## config.mk

```make
export PLATFORM = sky130hd
export DESIGN_NAME = stride_addr_gen
export DESIGN_NICKNAME = d
export VERILOG_FILES = /design/src/rtl/sag_pkg.sv /design/src/rtl/sag_frag_addr.sv /design/src/rtl/sag_len_calc.sv /design/src/rtl/sag_seq.sv /design/src/rtl/stride_addr_gen.sv
export SDC_FILE = /design/constraint.sdc
export NUM_CORES = 1
export LEC_CHECK = 0
export ABC_AREA = 1
export BUFFER_PORTS_ARGS = -buffer_cell sky130_fd_sc_hd__buf_2
export CAP_MARGIN = 0
export CELL_PAD_IN_SITES_DETAIL_PLACEMENT = 1
export CELL_PAD_IN_SITES_GLOBAL_PLACEMENT = 2
export CORE_UTILIZATION = 28
export DETAILED_ROUTE_END_ITERATION = 8
export GPL_TIMING_DRIVEN = 0
export HOLD_SLACK_MARGIN = 0.12
export PLACE_DENSITY = 0.81
export RECOVER_POWER = 50
export SLEW_MARGIN = 25
export SYNTH_ARGS = -nofsm -noshare
export SYNTH_HDL_FRONTEND = slang
export SYNTH_SLANG_ARGS = --single-unit
```

## constraint.sdc

```tcl
create_clock -name clk -period 7.1 [get_ports clk]
set_input_delay 1.775 -clock clk [delete_from_list [all_inputs] [get_ports clk]]
set_output_delay 1.775 -clock clk [all_outputs]
set_load 0.01 [all_outputs]
```

## src/rtl/sag_pkg.sv

```systemverilog
package sag_pkg;

  localparam int unsigned PAGE_BYTES   = 4096;
  localparam int unsigned PAGE_W       = 12;
  localparam int unsigned LINE_W       = 18;
  localparam int unsigned PITCH_LSB    = 18;
  localparam int unsigned PITCH_W      = 14;
  localparam int unsigned PITCH_SCALE  = 4;
  localparam int unsigned EXT_W        = 12;
  localparam int unsigned EXT_SHIFT    = 20;

  typedef enum logic [1:0] {
    ST_IDLE  = 2'd0,
    ST_ISSUE = 2'd1,
    ST_DONE  = 2'd2
  } seq_state_e;

  function automatic logic [LINE_W-1:0] line_len_of(input logic [31:0] word);
    return word[LINE_W-1:0];
  endfunction

  function automatic logic [PITCH_W+PITCH_SCALE-1:0] pitch_of(input logic [31:0] word);
    return {word[PITCH_LSB +: PITCH_W], {PITCH_SCALE{1'b0}}};
  endfunction

endpackage

```

## src/rtl/sag_frag_addr.sv

```systemverilog
module sag_frag_addr
  import sag_pkg::*;
#(
  parameter int unsigned ADDR_W = 48,
  parameter int unsigned NFRAG  = 5
) (
  input  logic [EXT_W-1:0]        ext_i,
  input  logic [NFRAG*ADDR_W-1:0] base_i,
  output logic [NFRAG*ADDR_W-1:0] addr_o
);

  localparam int unsigned EXT_TOP = EXT_SHIFT + EXT_W;

  for (genvar k = 0; k < NFRAG; k++) begin : g_frag
    if (k == 0) begin : g_ext
      logic [ADDR_W-1:0] ext_off;
      assign ext_off = {{(ADDR_W-EXT_TOP){1'b0}}, ext_i, {EXT_SHIFT{1'b0}}};
      assign addr_o[k*ADDR_W +: ADDR_W] = base_i[k*ADDR_W +: ADDR_W] + ext_off;
    end else begin : g_plain
      assign addr_o[k*ADDR_W +: ADDR_W] = base_i[k*ADDR_W +: ADDR_W];
    end
  end

endmodule

```

## src/rtl/sag_len_calc.sv

```systemverilog
module sag_len_calc
  import sag_pkg::*;
#(
  parameter int unsigned ADDR_W = 48,
  parameter int unsigned SIZE_W = 32,
  parameter int unsigned LEN_W  = 18
) (
  input  logic              scatter_i,
  input  logic [ADDR_W-1:0] addr_i,
  input  logic [SIZE_W-1:0] rem_i,
  input  logic [LINE_W-1:0] line_i,
  output logic [LEN_W-1:0]  len_o,
  output logic [SIZE_W-1:0] rem_next_o
);

  logic [PAGE_W:0]   page_left;
  logic [SIZE_W-1:0] cand;
  logic [SIZE_W-1:0] len_w;

  assign page_left = (PAGE_W+1)'(PAGE_BYTES) - {1'b0, addr_i[PAGE_W-1:0]};

  always_comb begin
    if (scatter_i) cand = SIZE_W'(page_left);
    else           cand = SIZE_W'(line_i);
    len_w = (rem_i < cand) ? rem_i : cand;
  end

  assign len_o      = len_w[LEN_W-1:0];
  assign rem_next_o = rem_i - len_w;

endmodule

```

## src/rtl/sag_seq.sv

```systemverilog
module sag_seq
  import sag_pkg::*;
#(
  parameter int unsigned ADDR_W = 48,
  parameter int unsigned SIZE_W = 32,
  parameter int unsigned LEN_W  = 18,
  parameter int unsigned NFRAG  = 5
) (
  input  logic                    clk,
  input  logic                    rst_n,
  input  logic                    start_i,
  input  logic                    scatter_i,
  input  logic [SIZE_W-1:0]       size_i,
  input  logic [31:0]             line_word_i,
  input  logic [NFRAG*ADDR_W-1:0] frag_addr_i,
  input  logic [LEN_W-1:0]        calc_len_i,
  input  logic [SIZE_W-1:0]       calc_rem_i,
  output logic                    cur_scatter_o,
  output logic [ADDR_W-1:0]       cur_addr_o,
  output logic [SIZE_W-1:0]       cur_rem_o,
  output logic [LINE_W-1:0]       cur_line_o,
  output logic                    req_valid_o,
  input  logic                    req_ready_i,
  output logic [ADDR_W-1:0]       req_addr_o,
  output logic [LEN_W-1:0]        req_len_o,
  input  logic                    rd_err_i,
  output logic                    busy_o,
  output logic                    done_o,
  output logic                    aborted_o
);

  localparam int unsigned IDX_W = $clog2(NFRAG + 1);
  localparam int unsigned STR_W = PITCH_W + PITCH_SCALE;

  seq_state_e        state_q;
  logic [SIZE_W-1:0] rem_q;
  logic [ADDR_W-1:0] addr_q;
  logic [LINE_W-1:0] line_q;
  logic [STR_W-1:0]  pitch_q;
  logic              scat_q;
  logic              abort_q;
  logic [IDX_W-1:0]  idx_q;
  logic [ADDR_W-1:0] frag_q [NFRAG];

  logic fire, err_hit, last_req, empty_start;
  logic [IDX_W-1:0] idx_nx;
  logic [ADDR_W-1:0] next_frag;

  assign fire     = (state_q == ST_ISSUE) && req_ready_i && !rd_err_i;
  assign err_hit  = (state_q == ST_ISSUE) && rd_err_i;
  assign idx_nx   = idx_q + IDX_W'(1);
  assign last_req = (calc_rem_i == '0) ||
                    (scat_q && (idx_q == IDX_W'(NFRAG - 1)));
  assign empty_start = (size_i == '0) ||
                       (!scatter_i && (line_len_of(line_word_i) == '0));

  always_comb begin
    next_frag = addr_q;
    for (int k = 1; k < NFRAG; k++) begin
      if (idx_nx == IDX_W'(k)) next_frag = frag_q[k];
    end
  end

  always_ff @(posedge clk) begin
    if (!rst_n) begin
      state_q <= ST_IDLE;
      rem_q   <= '0;
      addr_q  <= '0;
      line_q  <= '0;
      pitch_q <= '0;
      scat_q  <= 1'b0;
      abort_q <= 1'b0;
      idx_q   <= '0;
      for (int k = 0; k < NFRAG; k++) frag_q[k] <= '0;
    end else begin
      unique case (state_q)
        ST_IDLE: begin
          if (start_i) begin
            rem_q   <= size_i;
            line_q  <= line_len_of(line_word_i);
            pitch_q <= pitch_of(line_word_i);
            scat_q  <= scatter_i;
            abort_q <= 1'b0;
            idx_q   <= '0;
            addr_q  <= frag_addr_i[0 +: ADDR_W];
            for (int k = 0; k < NFRAG; k++) frag_q[k] <= frag_addr_i[k*ADDR_W +: ADDR_W];
            state_q <= empty_start ? ST_DONE : ST_ISSUE;
          end
        end
        ST_ISSUE: begin
          if (err_hit) begin
            abort_q <= 1'b1;
            state_q <= ST_DONE;
          end else if (fire) begin
            rem_q <= calc_rem_i;
            idx_q <= idx_nx;
            if (scat_q) addr_q <= next_frag;
            else        addr_q <= addr_q + ADDR_W'(pitch_q);
            if (last_req) state_q <= ST_DONE;
          end
        end
        ST_DONE: begin
          state_q <= ST_IDLE;
        end
        default: state_q <= ST_IDLE;
      endcase
    end
  end

  assign cur_scatter_o = scat_q;
  assign cur_addr_o    = addr_q;
  assign cur_rem_o     = rem_q;
  assign cur_line_o    = line_q;

  assign req_valid_o = (state_q == ST_ISSUE);
  assign req_addr_o  = addr_q;
  assign req_len_o   = calc_len_i;
  assign busy_o      = (state_q != ST_IDLE);
  assign done_o      = (state_q == ST_DONE);
  assign aborted_o   = (state_q == ST_DONE) && abort_q;

  p_hold_r7: assert property (@(posedge clk) disable iff (!rst_n)
    (req_valid_o && !req_ready_i && !rd_err_i) |=>
      (req_valid_o && $stable(req_addr_o) && $stable(req_len_o)));

  p_abort_r10: assert property (@(posedge clk) disable iff (!rst_n)
    (req_valid_o && rd_err_i) |=> (done_o && aborted_o && !req_valid_o));

  p_done_pulse_r8: assert property (@(posedge clk) disable iff (!rst_n)
    done_o |=> !done_o);

  p_len_nonzero_r3: assert property (@(posedge clk) disable iff (!rst_n)
    req_valid_o |-> (req_len_o != '0));

  p_page_bound_r5: assert property (@(posedge clk) disable iff (!rst_n)
    (req_valid_o && scat_q) |->
      ((32'(req_addr_o[PAGE_W-1:0]) + 32'(req_len_o)) <= 32'(PAGE_BYTES)));

  p_frag_cap_r6: assert property (@(posedge clk) disable iff (!rst_n)
    (req_valid_o && scat_q) |-> (idx_q < IDX_W'(NFRAG)));

  p_busy_start_r11: assert property (@(posedge clk) disable iff (!rst_n)
    (req_valid_o && start_i && !req_ready_i && !rd_err_i) |=>
      $stable(cur_rem_o));

endmodule

```

## src/rtl/stride_addr_gen.sv

```systemverilog
module stride_addr_gen
  import sag_pkg::*;
#(
  parameter int unsigned ADDR_W = 48,
  parameter int unsigned SIZE_W = 32,
  parameter int unsigned NFRAG  = 5,
  localparam int unsigned LEN_W = (LINE_W > PAGE_W + 1) ? LINE_W : PAGE_W + 1
) (
  input  logic                    clk,
  input  logic                    rst_n,
  input  logic                    start_i,
  input  logic                    scatter_i,
  input  logic [SIZE_W-1:0]       xfer_size_i,
  input  logic [31:0]             line_word_i,
  input  logic [EXT_W-1:0]        page_ext_i,
  input  logic [NFRAG*ADDR_W-1:0] frag_base_i,
  output logic                    req_valid_o,
  input  logic                    req_ready_i,
  output logic [ADDR_W-1:0]       req_addr_o,
  output logic [LEN_W-1:0]        req_len_o,
  input  logic                    rd_err_i,
  output logic                    busy_o,
  output logic                    done_o,
  output logic                    aborted_o
);

  logic [NFRAG*ADDR_W-1:0] frag_addr;
  logic                    cur_scatter;
  logic [ADDR_W-1:0]       cur_addr;
  logic [SIZE_W-1:0]       cur_rem;
  logic [LINE_W-1:0]       cur_line;
  logic [LEN_W-1:0]        calc_len;
  logic [SIZE_W-1:0]       calc_rem;

  sag_frag_addr #(.ADDR_W(ADDR_W), .NFRAG(NFRAG)) u_frag (
    .ext_i  (page_ext_i),
    .base_i (frag_base_i),
    .addr_o (frag_addr)
  );

  sag_len_calc #(.ADDR_W(ADDR_W), .SIZE_W(SIZE_W), .LEN_W(LEN_W)) u_len (
    .scatter_i  (cur_scatter),
    .addr_i     (cur_addr),
    .rem_i      (cur_rem),
    .line_i     (cur_line),
    .len_o      (calc_len),
    .rem_next_o (calc_rem)
  );

  sag_seq #(.ADDR_W(ADDR_W), .SIZE_W(SIZE_W), .LEN_W(LEN_W), .NFRAG(NFRAG)) u_seq (
    .clk           (clk),
    .rst_n         (rst_n),
    .start_i       (start_i),
    .scatter_i     (scatter_i),
    .size_i        (xfer_size_i),
    .line_word_i   (line_word_i),
    .frag_addr_i   (frag_addr),
    .calc_len_i    (calc_len),
    .calc_rem_i    (calc_rem),
    .cur_scatter_o (cur_scatter),
    .cur_addr_o    (cur_addr),
    .cur_rem_o     (cur_rem),
    .cur_line_o    (cur_line),
    .req_valid_o   (req_valid_o),
    .req_ready_i   (req_ready_i),
    .req_addr_o    (req_addr_o),
    .req_len_o     (req_len_o),
    .rd_err_i      (rd_err_i),
    .busy_o        (busy_o),
    .done_o        (done_o),
    .aborted_o     (aborted_o)
  );

endmodule

```

==> results_dict.tcl <==
set metrics [dict create \
    finish.utilization_pct 35.3 \
    cp.required_ns 7.58 \
    crit_top_cell "nand2_1" \
    dp_cells 3700 \
    grt_overflow 0 \
    nFillCells 8142 \
    fmax_mhz 150 \
    drtIter0Drc 1576 \
    path_clk_slew_ns 0.06 \
    critPathMaxFanout 10 \
    regArea_sq_um 8150 \
    hp-class "register to register" \
    critPathLaunchType "register" \
    grt_antenna_before_repair 5 \
    areaGrowthSynthToFinish_pct 23.6 \
    ys_ff_latch 311 \
    r2r-start "u_seq.cur_scatter_o$_SDFFE_PN0P_" \
    skew_ns 0.0256 \
    cts.sinks 311 \
    slew_viol_final 160 \
    power.static_leakage_nw 10.5 \
    syn_nets 2837 \
    grt_pass1_vias 19600 \
    p_per_area_nw_per_um2 298 \
    outcome "finished, violations left" \
    yosysSeqAreaShare_pct 43.9 \
    clkLatencyLatePin_ns 0.58 \
    hpwlAfterDp_um 71200 \
    pin_count 392 \
    min_period_ns 6.65 \
    cts_tree "yes" \
    syn_inst 2451 \
    endpoint_kind "register" \
    first_pass_iters 5 \
    min_from "u_seq.cur_line_o[11]$_SDFFE_PN0P_" \
    die_h_um 259 \
    setup_ws_ns 0.449 \
    cts_hold_buf 0 \
    synth_edf_count 192 \
    wl_um 87600 \
    layout_common_cells "456 x nand2_1, 377 x inv_1, 346 x buf_2, 329 x nor2_1, 198 x a21oi_1" \
    die_area_sq_um 67200 \
    layout_commonest_cell "nand2_1" \
    die_x_um 259 \
    whs_path_depth 2 \
    drive_above_1_share_pct 16.4 \
    multi_input_area_sq_um 8560 \
    grt_usage_pct 25.5 \
    pre_cts_ws_ns -0.903 \
    start_util_pct 28.6 \
    wl_per_cell_um 23.2 \
    tns_ns 0 \
    rows 93 \
    nets 3278 \
    yosysUniqueCellTypes 56 \
    place.gp.congestion 0.920 \
    fin_cells 3782 \
    hold_end "u_seq.cur_line_o[11]$_SDFFE_PN0P_" \
    slowest_stage "fa_1" \
    slowest_delay_ns 0.47 \
    power_mw 6.83 \
    post-route-drc-count 0 \
    htreeDepth 2 \
    crit_arrival_ns 7.13 \
    worstSetupPathType "register to register" \
    max_slew.worst_pin.slew_ns 2.46 \
    maxCapViolCount 4 \
    yosysWarnings 0 \
    peakVddDrop_uv 210 \
    fin_crit_sh_pct 93.7 \
    syn-cell-area_sq_um 18500 \
    synthArstFlopShare_pct 0 \
    ant_nets 0 \
    setup_viol 0 \
    cts_max_path_buffers 3 \
    max_slew_margin_pct -63.8 \
    fp.coreArea_sq_um 64900 \
    reg2reg_depth 46 \
    violations "max-capacitance violations, max-slew violations" \
    grt_start_max_net_pins 50 \
    grt_pass1_wl_um 127000 \
    ff2ff_setup_slack_ns 0.45 \
    cts_made_buffers 39 \
    io_buffer_count 390 \
    num_vias 19100 \
    cts_root_buf "clkbuf_16" \
    hold_viol 0 \
    ys.flop_type "edfxtp_1" \
    r2r-end "u_seq.state_q[0]$_SDFFE_PN0P_" \
    viasPerCell 5.05 \
    avgSynthCellArea_sq_um 7.56 \
]
==> how the worst max path moves through the flow <==
stage | cells past startpoint | endpoint | slack [ns] | start
floorplan | 3 | u_seq.frag_q[0][100]$_SDFFCE_PN0P_ | 0.08 | rst_n
global placement | 3 | u_seq.frag_q[0][175]$_SDFFCE_PN0P_ | -2.39 | rst_n
detailed placement | 43 | u_seq.state_q[0]$_SDFFE_PN0P_ | -0.90 | u_seq.cur_scatter_o$_SDFFE_PN0P_
CTS | 49 | u_seq.state_q[0]$_SDFFE_PN0P_ | 0.06 | u_seq.cur_addr_o[4]$_SDFFE_PN0P_
global route | 47 | u_seq.state_q[0]$_SDFFE_PN0P_ | -0.02 | u_seq.cur_scatter_o$_SDFFE_PN0P_
finish | 46 | u_seq.state_q[0]$_SDFFE_PN0P_ | 0.45 | u_seq.cur_scatter_o$_SDFFE_PN0P_
==> flip-flops by register name (all words and copies together), names as in the netlist <==
| name | count |
|---|---|
| u_seq.cur_line_o | 18 |
| u_seq.pitch_q | 14 |
| u_seq.cur_addr_o | 48 |
| u_seq.cur_scatter_o | 1 |
| u_seq.abort_q | 1 |
| u_seq.cur_rem_o | 32 |
| u_seq.state_q | 2 |
| u_seq.idx_q | 3 |
| u_seq.frag_q | 192 |
==> layout make-up <==
cell class	count	area share, %
antenna	4	0.0437
multi-input combinational	1642	37.3
timing repair buffer	400	8.52
sequential	311	35.6
clock buffer	49	4.42
tap	855	4.67
inverter	386	6.32
clock inverter	23	1.12
buffer	112	2.00
==> layer usage <==
layer | global-route usage (%) | up-vias | routed length (um)
met5 | 0 | - | 13
met3 | 3.78 | 129 | 5900
met1 | 34.6 | 9274 | 39000
met2 | 41.2 | 664 | 39600
li1 | - | 9032 | -
met4 | 9.07 | 2 | 3100
==> stage by stage <==
step | instance area [sq um] | hold WS, ns
after floorplan | 18500 | 0.442
after global placement | 21600 | 0.456
after detailed placement | 21700 | 0.462
after CTS | 23000 | 0.472
after global routing | 22900 | 0.496
final | 22900 | 0.474
==> critical path: cells and delay by family, from the launching register on <==
| kind | cells | cell delay [ns] |
|---|---|---|
| buffers and inverters | 8 | 1.38 |
| and+or+nand+nor | 26 | 2.47 |
| DFF | 1 | 0.29 |
| AOI/OAI and AO/OA | 10 | 1.59 |
| adders and majority gates | 2 | 0.80 |
==> synth_stat cells, drive strengths merged (13+ instances only) <==
library cell  number  area (sq um)
nand2            476          1850
inv              383          1440
nor2             338          1320
a21oi            198           991
edfxtp           192          5770
o21ai            176           885
dfxtp            119          2380
nand3            114           633
clkbuf           104           390
ha                61           763
o211ai            50           375
a31oi             31           200
nor3              29           145
xor2              24           210
a211oi            21           158
nor4              21           138
nand4             20           125
xnor2             17           149
o221ai            13           114
==> timing repair <==
| item | CTS | global route |
|---|---|---|
| resized for setup | 12 | 28 |
| pin swaps | 0 | 5 |
| hold endpoints to repair | 0 | 0 |
| setup buffers | 1 | 5 |
| endpoints found under the setup margin | 15 | 9 |
==> power by group <==
| group | leakage, nW | switching (mW) | total, mW | internal [mW] |
|---|---|---|---|---|
| clock | 0.623 | 0.868 | 2.01 | 1.14 |
| sequential | 3.06 | 0.160 | 2.33 | 2.17 |
| combinational | 6.84 | 1.73 | 2.50 | 0.763 |
| total | 10.5 | 2.76 | 6.83 | 4.07 |
==> kinds of logic (layout without fill, tap and decap cells) <==
logic type	Yosys count	after routing	synth area share (%)
flip-flops	311	311	43.9
adder cells (fa/ha/maj)	64	64	4.44
AO/OA/AOI/OAI	528	528	16.4
XOR/XNOR	41	41	1.94
other	0	4	0
AND/OR/NAND/NOR	1009	1009	23.1
buffers and inverters	498	970	10.2
Power figures use the tool's default switching activity.
